[src/rtl/sd_pkg.sv]
package sd_pkg;
   typedef enum logic [1:0] {
      K_NORM   = 2'd0,
      K_STRAND = 2'd1,
      K_RECOV  = 2'd2,
      K_LDIMM  = 2'd3
   } kind_e;
endpackage

[src/rtl/sd_dirty_table.sv]
module sd_dirty_table #(
   parameter int REG_N  = 32,
   parameter int REG_W  = 5,
   parameter int DATA_W = 16,
   parameter int SET_N  = 2
) (
   input  logic                    clk,
   input  logic                    rst_n,
   input  logic                    flush,
   input  logic [SET_N-1:0]        set_en,
   input  logic [SET_N*REG_W-1:0]  set_reg,
   input  logic [SET_N*DATA_W-1:0] set_val,
   input  logic                    clr_en,
   input  logic [REG_W-1:0]        clr_reg,
   input  logic [REG_W-1:0]        qa_reg,
   input  logic [REG_W-1:0]        qb_reg,
   output logic                    qa_dirty,
   output logic [DATA_W-1:0]       qa_val,
   output logic                    qb_dirty,
   output logic [DATA_W-1:0]       qb_val
);
   logic [REG_N-1:0]  dirty_q;
   logic [DATA_W-1:0] val_q [REG_N];

   always_ff @(posedge clk or negedge rst_n) begin
      if (!rst_n) begin
         dirty_q <= '0;
         for (int r = 0; r < REG_N; r++) val_q[r] <= '0;
      end else if (flush) begin
         dirty_q <= '0;
      end else begin
         if (clr_en) dirty_q[clr_reg] <= 1'b0;
         for (int s = 0; s < SET_N; s++) begin
            if (set_en[s]) begin
               dirty_q[set_reg[s*REG_W +: REG_W]] <= 1'b1;
               val_q[set_reg[s*REG_W +: REG_W]]   <= set_val[s*DATA_W +: DATA_W];
            end
         end
      end
   end

   assign qa_dirty = dirty_q[qa_reg];
   assign qb_dirty = dirty_q[qb_reg];
   assign qa_val   = val_q[qa_reg];
   assign qb_val   = val_q[qb_reg];
endmodule

[src/rtl/sd_member_track.sv]
module sd_member_track #(
   parameter int PC_W    = 16,
   parameter int REG_W   = 5,
   parameter int DATA_W  = 16,
   parameter int MAX_LEN = 3,
   parameter int LEN_W   = 2
) (
   input  logic                      clk,
   input  logic                      rst_n,
   input  logic                      kill,
   input  logic                      load,
   input  logic [LEN_W-1:0]          ld_len,
   input  logic [MAX_LEN*PC_W-1:0]   ld_pc,
   input  logic [REG_W-1:0]          ld_fdst,
   input  logic [DATA_W-1:0]         ld_fval,
   input  logic [DATA_W-1:0]         ld_prev,
   input  logic [PC_W-1:0]           q_pc,
   input  logic                      consume,
   input  logic                      set_refire,
   output logic                      pending,
   output logic                      hit,
   output logic                      hit_final,
   output logic                      win_open,
   output logic                      refire,
   output logic [REG_W-1:0]          fdst,
   output logic [DATA_W-1:0]         fval,
   output logic [DATA_W-1:0]         prev
);
   logic [MAX_LEN-1:0] slot_v;
   logic [PC_W-1:0]    slot_pc [MAX_LEN];
   logic [LEN_W-1:0]   fin_idx;
   logic [MAX_LEN-1:0] match;
   logic [MAX_LEN-1:0] fin_oh;
   logic               win_q, refire_q;

   for (genvar i = 0; i < MAX_LEN; i++) begin : g_slot
      assign match[i]  = slot_v[i] && (slot_pc[i] == q_pc);
      assign fin_oh[i] = (fin_idx == LEN_W'(i));
   end

   assign pending   = |slot_v;
   assign hit       = |match;
   assign hit_final = |(match & fin_oh);
   assign win_open  = win_q;
   assign refire    = refire_q;

   always_ff @(posedge clk or negedge rst_n) begin
      if (!rst_n) begin
         slot_v   <= '0;
         fin_idx  <= '0;
         win_q    <= 1'b0;
         refire_q <= 1'b0;
         fdst     <= '0;
         fval     <= '0;
         prev     <= '0;
         for (int i = 0; i < MAX_LEN; i++) slot_pc[i] <= '0;
      end else if (kill) begin
         slot_v   <= '0;
         win_q    <= 1'b0;
         refire_q <= 1'b0;
      end else if (load) begin
         for (int i = 0; i < MAX_LEN; i++) begin
            slot_v[i]  <= (i != 0) && (LEN_W'(i) < ld_len);
            slot_pc[i] <= ld_pc[i*PC_W +: PC_W];
         end
         fin_idx  <= ld_len - LEN_W'(1);
         fdst     <= ld_fdst;
         fval     <= ld_fval;
         prev     <= ld_prev;
         win_q    <= 1'b1;
         refire_q <= 1'b0;
      end else if (consume) begin
         if (hit_final) begin
            slot_v   <= '0;
            win_q    <= 1'b0;
            refire_q <= 1'b0;
         end else begin
            slot_v <= slot_v & ~match;
         end
      end else if (set_refire) begin
         refire_q <= 1'b1;
         win_q    <= 1'b0;
      end
   end
endmodule

[src/rtl/strand_dispatch.sv]
module strand_dispatch #(
   parameter int PC_W    = 16,
   parameter int REG_N   = 32,
   parameter int DATA_W  = 16,
   parameter int MAX_LEN = 3,
   localparam int REG_W  = $clog2(REG_N),
   localparam int LEN_W  = $clog2(MAX_LEN + 1)
) (
   input  logic                      clk,
   input  logic                      rst_n,
   input  logic                      kill,
   input  logic                      in_valid,
   input  logic [PC_W-1:0]           in_pc,
   input  logic                      in_wr,
   input  logic [REG_W-1:0]          in_dst,
   input  logic [REG_W-1:0]          in_src1,
   input  logic [REG_W-1:0]          in_src2,
   output logic                      in_ready,
   output logic [PC_W-1:0]           lk_pc,
   input  logic                      lk_hit,
   input  logic                      lk_ready,
   input  logic [LEN_W-1:0]          lk_len,
   input  logic [MAX_LEN*PC_W-1:0]   lk_mpc,
   input  logic [MAX_LEN*REG_W-1:0]  lk_mdst,
   input  logic [MAX_LEN*DATA_W-1:0] lk_mval,
   input  logic [DATA_W-1:0]         lk_prev,
   output logic                      out_valid,
   output logic [1:0]                out_kind,
   output logic [PC_W-1:0]           out_pc,
   output logic [REG_W-1:0]          out_dst,
   output logic                      out_wr,
   output logic [REG_W-1:0]          out_src1,
   output logic [REG_W-1:0]          out_src2,
   output logic [DATA_W-1:0]         out_val
);
   import sd_pkg::*;

   localparam int SET_N = MAX_LEN - 1;

   if (MAX_LEN < 2) begin : g_bad_len
      $error("strand_dispatch: MAX_LEN must be at least 2");
   end
   if (REG_N < 2 || (1 << REG_W) != REG_N) begin : g_bad_regs
      $error("strand_dispatch: REG_N must be a power of two");
   end
   if (PC_W < 2 || DATA_W < 1) begin : g_bad_width
      $error("strand_dispatch: bad PC_W or DATA_W");
   end

   // dirty table and member tracker hookups
   logic                    qa_dirty, qb_dirty;
   logic [DATA_W-1:0]       qa_val, qb_val;
   logic [SET_N-1:0]        set_en;
   logic                    clr_en;
   logic [REG_W-1:0]        clr_reg;
   logic                    trk_pending, trk_hit, trk_hit_final;
   logic                    trk_win, trk_refire, trk_set_refire;
   logic [REG_W-1:0]        trk_fdst;
   logic [DATA_W-1:0]       trk_fval, trk_prev;

   // lookup decode
   logic                    strand_ok;
   logic [REG_W-1:0]        lk_fdst;
   logic [DATA_W-1:0]       lk_fval;

   // decisions
   logic act, rd_final;
   logic do_member, do_rec_a, do_rec_b, do_ldimm, do_inject, do_pass;

   assign lk_pc = in_pc;

   assign strand_ok = lk_hit && lk_ready &&
                      (lk_len >= LEN_W'(2)) && ({1'b0, lk_len} <= (LEN_W+1)'(MAX_LEN));

   always_comb begin
      lk_fdst = '0;
      lk_fval = '0;
      for (int s = 0; s < MAX_LEN; s++) begin
         if (lk_len == LEN_W'(s + 1)) begin
            lk_fdst = lk_mdst[s*REG_W +: REG_W];
            lk_fval = lk_mval[s*DATA_W +: DATA_W];
         end
      end
   end

   for (genvar s = 0; s < SET_N; s++) begin : g_set
      assign set_en[s] = do_inject && (LEN_W'(s + 1) < lk_len);
   end

   assign act       = in_valid && !kill;
   assign rd_final  = trk_win && ((in_src1 == trk_fdst) || (in_src2 == trk_fdst));
   assign do_member = act && trk_hit;
   assign do_rec_a  = act && !trk_hit && qa_dirty;
   assign do_rec_b  = act && !trk_hit && !qa_dirty && qb_dirty;
   assign do_ldimm  = act && !trk_hit && !qa_dirty && !qb_dirty && rd_final;
   assign do_inject = act && !trk_hit && !qa_dirty && !qb_dirty && !rd_final &&
                      !trk_pending && strand_ok;
   assign do_pass   = act && !trk_hit && !qa_dirty && !qb_dirty && !rd_final && !do_inject;

   assign in_ready = !(do_rec_a || do_rec_b || do_ldimm);

   assign clr_en  = do_rec_a || do_rec_b || (do_pass && in_wr);
   assign clr_reg = do_rec_a ? in_src1 : (do_rec_b ? in_src2 : in_dst);

   assign trk_set_refire = do_ldimm ||
                           (do_pass && in_wr && trk_pending && (in_dst == trk_fdst));

   sd_dirty_table #(
      .REG_N (REG_N),
      .REG_W (REG_W),
      .DATA_W(DATA_W),
      .SET_N (SET_N)
   ) u_dirty (
      .clk     (clk),
      .rst_n   (rst_n),
      .flush   (kill),
      .set_en  (set_en),
      .set_reg (lk_mdst[SET_N*REG_W-1:0]),
      .set_val (lk_mval[SET_N*DATA_W-1:0]),
      .clr_en  (clr_en),
      .clr_reg (clr_reg),
      .qa_reg  (in_src1),
      .qb_reg  (in_src2),
      .qa_dirty(qa_dirty),
      .qa_val  (qa_val),
      .qb_dirty(qb_dirty),
      .qb_val  (qb_val)
   );

   sd_member_track #(
      .PC_W   (PC_W),
      .REG_W  (REG_W),
      .DATA_W (DATA_W),
      .MAX_LEN(MAX_LEN),
      .LEN_W  (LEN_W)
   ) u_track (
      .clk       (clk),
      .rst_n     (rst_n),
      .kill      (kill),
      .load      (do_inject),
      .ld_len    (lk_len),
      .ld_pc     (lk_mpc),
      .ld_fdst   (lk_fdst),
      .ld_fval   (lk_fval),
      .ld_prev   (lk_prev),
      .q_pc      (in_pc),
      .consume   (do_member),
      .set_refire(trk_set_refire),
      .pending   (trk_pending),
      .hit       (trk_hit),
      .hit_final (trk_hit_final),
      .win_open  (trk_win),
      .refire    (trk_refire),
      .fdst      (trk_fdst),
      .fval      (trk_fval),
      .prev      (trk_prev)
   );

   // output stage
   logic              n_v, n_wr;
   kind_e             n_kind, kind_q;
   logic [PC_W-1:0]   n_pc;
   logic [REG_W-1:0]  n_dst, n_s1, n_s2;
   logic [DATA_W-1:0] n_val;

   always_comb begin
      n_v    = 1'b0;
      n_kind = K_NORM;
      n_pc   = in_pc;
      n_dst  = '0;
      n_wr   = 1'b0;
      n_s1   = '0;
      n_s2   = '0;
      n_val  = '0;
      if (do_inject) begin
         n_v    = 1'b1;
         n_kind = K_STRAND;
         n_dst  = lk_fdst;
         n_wr   = 1'b1;
         n_val  = lk_fval;
      end else if (do_member && trk_hit_final && trk_refire) begin
         n_v    = 1'b1;
         n_kind = K_STRAND;
         n_dst  = trk_fdst;
         n_wr   = 1'b1;
         n_val  = trk_fval;
      end else if (do_rec_a) begin
         n_v    = 1'b1;
         n_kind = K_RECOV;
         n_dst  = in_src1;
         n_wr   = 1'b1;
         n_val  = qa_val;
      end else if (do_rec_b) begin
         n_v    = 1'b1;
         n_kind = K_RECOV;
         n_dst  = in_src2;
         n_wr   = 1'b1;
         n_val  = qb_val;
      end else if (do_ldimm) begin
         n_v    = 1'b1;
         n_kind = K_LDIMM;
         n_dst  = trk_fdst;
         n_wr   = 1'b1;
         n_val  = trk_prev;
      end else if (do_pass) begin
         n_v    = 1'b1;
         n_dst  = in_dst;
         n_wr   = in_wr;
         n_s1   = in_src1;
         n_s2   = in_src2;
      end
   end

   always_ff @(posedge clk or negedge rst_n) begin
      if (!rst_n) begin
         out_valid <= 1'b0;
         kind_q    <= K_NORM;
         out_pc    <= '0;
         out_dst   <= '0;
         out_wr    <= 1'b0;
         out_src1  <= '0;
         out_src2  <= '0;
         out_val   <= '0;
      end else begin
         out_valid <= n_v;
         kind_q    <= n_kind;
         out_pc    <= n_pc;
         out_dst   <= n_dst;
         out_wr    <= n_wr;
         out_src1  <= n_s1;
         out_src2  <= n_s2;
         out_val   <= n_val;
      end
   end

   assign out_kind = kind_q;
endmodule

[config.mk]
export PLATFORM = sky130hd
export DESIGN_NAME = strand_dispatch
export DESIGN_NICKNAME = d
export VERILOG_FILES = /design/src/rtl/sd_pkg.sv /design/src/rtl/sd_dirty_table.sv /design/src/rtl/sd_member_track.sv /design/src/rtl/strand_dispatch.sv
export SDC_FILE = /design/constraint.sdc
export NUM_CORES = 2
export LEC_CHECK = 0
export CORE_UTILIZATION = 49
export DETAILED_ROUTE_END_ITERATION = 10
export HOLD_SLACK_MARGIN = 0.02
export PLACE_DENSITY_LB_ADDON = 0.2
export SLEW_MARGIN = 20
export SYNTH_ARGS = -nofsm -noshare
export SYNTH_HDL_FRONTEND = slang
export SYNTH_HIERARCHICAL = 1
export SYNTH_SLANG_ARGS = --single-unit
export TNS_END_PERCENT = 1
[constraint.sdc]
create_clock -name clk -period 14.1 [get_ports clk]
set_clock_uncertainty 0.2 [all_clocks]
set_input_delay 4.23 -clock clk [delete_from_list [all_inputs] [get_ports clk]]
set_output_delay 4.23 -clock clk [all_outputs]
set_load 0.005 [all_outputs]
==> impl_metrics.csv <==
group,metric,value,unit
status,status,"completed",
finish,finalNetCount,4554,
drt,first_iter_violations,4233,
clock_network,path_clk_slew,0.05,ns
place,portBuffers,234,
worst_setup_path,worst_path_largest_cell_delay,0.82,ns
worst_setup_path,path_cells,"clkdlybuf4s50_1 > buf_4 > nand2b_1 > a21oi_1 > nand3_1 > nand3_1 > nor3_1 > nand2b_1 > clkdlybuf4s50_1",
grt,antenna_found_initial,6,
synthesis,ys_seq_area_share,40.4,%
worst_setup_path,r2r_slack,8.52,ns
floorplanning,rows,107,
drt,drc,0,
synthesis,avgSynthCellArea,9.67,µm²
worst_setup_path,path_class,"in2out",
synthesis,syn-num-nets,4567,
place,place_congestion,0.976,
grt,grt_overflow,0,
power_and_ir_drop,power_density,103,nW/µm²
timing,setup_viol,0,
timing,worst_slack,1.71,ns
drt,route.vias.total,36294,
synthesis,yosysTopAreaCell,"dfrtp_1",
worst_setup_path,cp_slowest_cell,"clkdlybuf4s50_1",
worst_setup_path,critPathMaxFanout,17,
clock_network,post_cts_buffers,0,
drt,vias_per_cell,6.49,
synthesis,syn_inst,4398,
timing,tightest_slew,1.18,ns
synthesis,synthesis.area,42500,µm²
floorplanning,die_y,297,µm
worst_setup_path,critPathLaunchType,"input pin",
worst_setup_path,cp.arrival,7.96,ns
drt,totalWireLength,160000,µm
grt,gr-usage-met2,55.0,%
drt,ant_nets,0,
worst_setup_path,end_kind,"output port",
grt,grt_max_degree,158,
timing,post-route-min-period,12.39,ns
clock_network,cts.sinks,687,
clock_network,cts-root-buf,"clkbuf_16",
grt,grt_usage,35.7,%
floorplanning,die_w,297,µm
place,hpwl,101000,µm
timing,tns,0,ns
clock_network,h-tree-depth,3,
synthesis,synth_top_area_share,40.4,%
clock_network,ctsHoldBuffers,0,
finish,area_delta_synth_final,13.1,%
worst_hold_path,hold_class,"reg2reg",
timing,rsz0062_at_grt,"false",
finish,drive_above_1_share,11.5,%
drt,wl_per_cell,28.7,µm
grt,grt_pass1_wl,233000,µm
grt,grt.busiest_layer,"met2",
floorplanning,floorplan.initialDensity,49.7,%
synthesis,synth_edf_count,0,
worst_setup_path,critPathRequiredTime,9.67,ns
timing,finalHoldViolCount,0,
synthesis,synth_cell_type_count,71,
grt,grt_pass1_vias,34581,
clock_network,cts.repair.resized,0,
clock_network,cts_tree,"built",
timing,slew_viol_final,0,
clock_network,cts_buffers,80,
timing,relSlewSlack,20.4,%
floorplanning,io_pins,235,
floorplanning,core,85500,µm²
timing,max_freq,80.7,MHz
synthesis,ys_warn_count,6,
synthesis,synth_flop_cell,"dfrtp_1",
power_and_ir_drop,leakagePower,0.0219,µW
synthesis,synth_area_leaders,"dfrtp_1 40%, mux2i_1 23%, a21oi_1 5.8%",
synthesis,ys_ff_latch,687,
synthesis,synthArstFlopShare,100,%
drt,first_pass_iters,7,
worst_setup_path,critical_path_buf_inv_count,3,
power_and_ir_drop,ir_drop,103,µV
clock_network,insertion_delay,0.66,ns
power_and_ir_drop,power,4960,µW
grt,use_met1,47.4,%
job,max_cap_viol_count,0,
clock_network,cts_buffer_depth,3,
timing,finalCritPeriodShare,87.9,%
grt,met3_usage,7.97,%
place,dp_slack,1.82,ns
worst_setup_path,crit_family,"simple AND/OR/NAND/NOR gates",
floorplanning,dieArea,88000,µm²
-- power breakdown --
group	switching, µW	total, µW	internal, µW
combinational	432	713	282
clock	878	2130	1250
sequential	65.0	2120	2050
total	1370	4960	3590
-- layout make-up --
class	count	area (µm²)
inverter	27	101
timing repair buffer	362	3440
sequential	687	17200
tap	1144	1430
clock inverter	23	240
fill	7622	37500
clock buffer	117	2400
multi-input combinational	3227	23300
antenna	4	10.0
-- metal layers --
metal  vias up  wire length (µm)
li1      15844                 -
met1     18096             64300
met2      1926             72300
met3       422             15300
met4         6              8310
met5         -                42
-- worst min-delay path, cell delays in order (launching register included) --
cell     delay [ns]
dfrtp_1        0.36
nand2_1        0.05
o21ai_0        0.06
-- Yosys cell counts, drive strengths merged, types with 2 or more instances --
| cell | n |
|---|---|
| a22oi | 221 |
| a21oi | 534 |
| nor3 | 46 |
| a31o | 24 |
| nand4 | 50 |
| o22a | 5 |
| inv | 26 |
| nor4b | 2 |
| ha | 2 |
| dfrtp | 687 |
| nor4 | 3 |
| or3 | 9 |
| mux2i | 997 |
| a21o | 4 |
| a221o | 16 |
| nor2b | 13 |
| and3 | 2 |
| nand3 | 78 |
| a31oi | 60 |
| and4bb | 3 |
| a2bb2oi | 5 |
| nor3b | 12 |
| nand3b | 7 |
| and3b | 7 |
| or3b | 2 |
| and2 | 16 |
| o2bb2ai | 2 |
| a32oi | 2 |
| a22o | 74 |
| o211ai | 6 |
| nand2 | 179 |
| or2 | 16 |
| xnor2 | 63 |
| nor2 | 512 |
| nand4bb | 2 |
| clkbuf | 229 |
| a222oi | 6 |
| buf | 228 |
| mux2 | 107 |
| nand2b | 28 |
| o21ai | 81 |
| nand4b | 2 |
| o22ai | 17 |
| o21a | 8 |
-- per-stage QoR --
stage          instance area [µm²]  hold WS, ns  cells  utilization (%)
6_report                     48100        0.302   5591             56.2
5_1_grt                      48100        0.320   5590             56.2
4_1_cts                      48000        0.305   5584             56.1
3_5_place_dp                 45400        0.292   5444             53.0
3_3_place_gp                 45300        0.285   5442             53.0
2_1_floorplan                42500        0.270   4398                -
-- sequential cells by signal, indices dropped and copies added (netlist names) --
| name | cells |
|---|---|
| out_valid | 1 |
| out_src1 | 5 |
| u_track/fin_idx | 2 |
| out_wr | 1 |
| u_track/refire | 1 |
| u_dirty/dirty_q | 32 |
| out_dst | 5 |
| u_track/fdst | 5 |
| out_src2 | 5 |
| u_track/prev | 16 |
| u_dirty/val_q | 512 |
| out_kind | 2 |
| out_pc | 16 |
| u_track/slot_v | 3 |
| u_track/fval | 16 |
| u_track/slot_pc | 48 |
| u_track/win_open | 1 |
| out_val | 16 |
-- final timing paths --
path,startpoint,cells after the start,to
max,in_src2[3],9,in_ready
min,u_dirty/val_q[482]$_DFFE_PN0N_,2,u_dirty/val_q[482]$_DFFE_PN0N_
max reg2reg,u_track/slot_pc[17]$_DFFE_PN0P_,18,u_dirty/val_q[48]$_DFFE_PN0N_
min reg2reg,u_dirty/val_q[482]$_DFFE_PN0N_,2,u_dirty/val_q[482]$_DFFE_PN0N_
max in group asynchronous,rst_n,3,out_src2[2]$_DFF_PN0_
min in group asynchronous,rst_n,1,u_dirty/val_q[393]$_DFFE_PN0N_
-- placed cells by master (no fill, tap or decap), types with 49 or more instances in the layout --
cell and n:
mux2i_1 997, dfrtp_1 687, a21oi_1 491, nor2_1 487, clkdlybuf4s50_1 229, a22oi_1 221
nand2_1 177, buf_4 120, mux2_2 107, clkbuf_16 82, nand3_1 77, a22o_1 74
xnor2_1 63, o21ai_0 63, a31oi_1 60, nand4_1 49
-- kinds of logic (layout without fill, tap and decap cells) --
logic type                 Yosys count  after routing  synth area share (%)
xor gates and xnor gates            63             63                  1.30
AOI/OAI and AO/OA                 1067           1067                  15.9
muxes                             1104           1104                  26.3
other                                0              4                     0
buffers and inverters              484            529                  5.28
adders and majority gates            2              2                0.0588
DFF                                687            687                  40.4
and+or+nand+nor                    991            991                  10.8
Power figures use the tool's default switching activity.
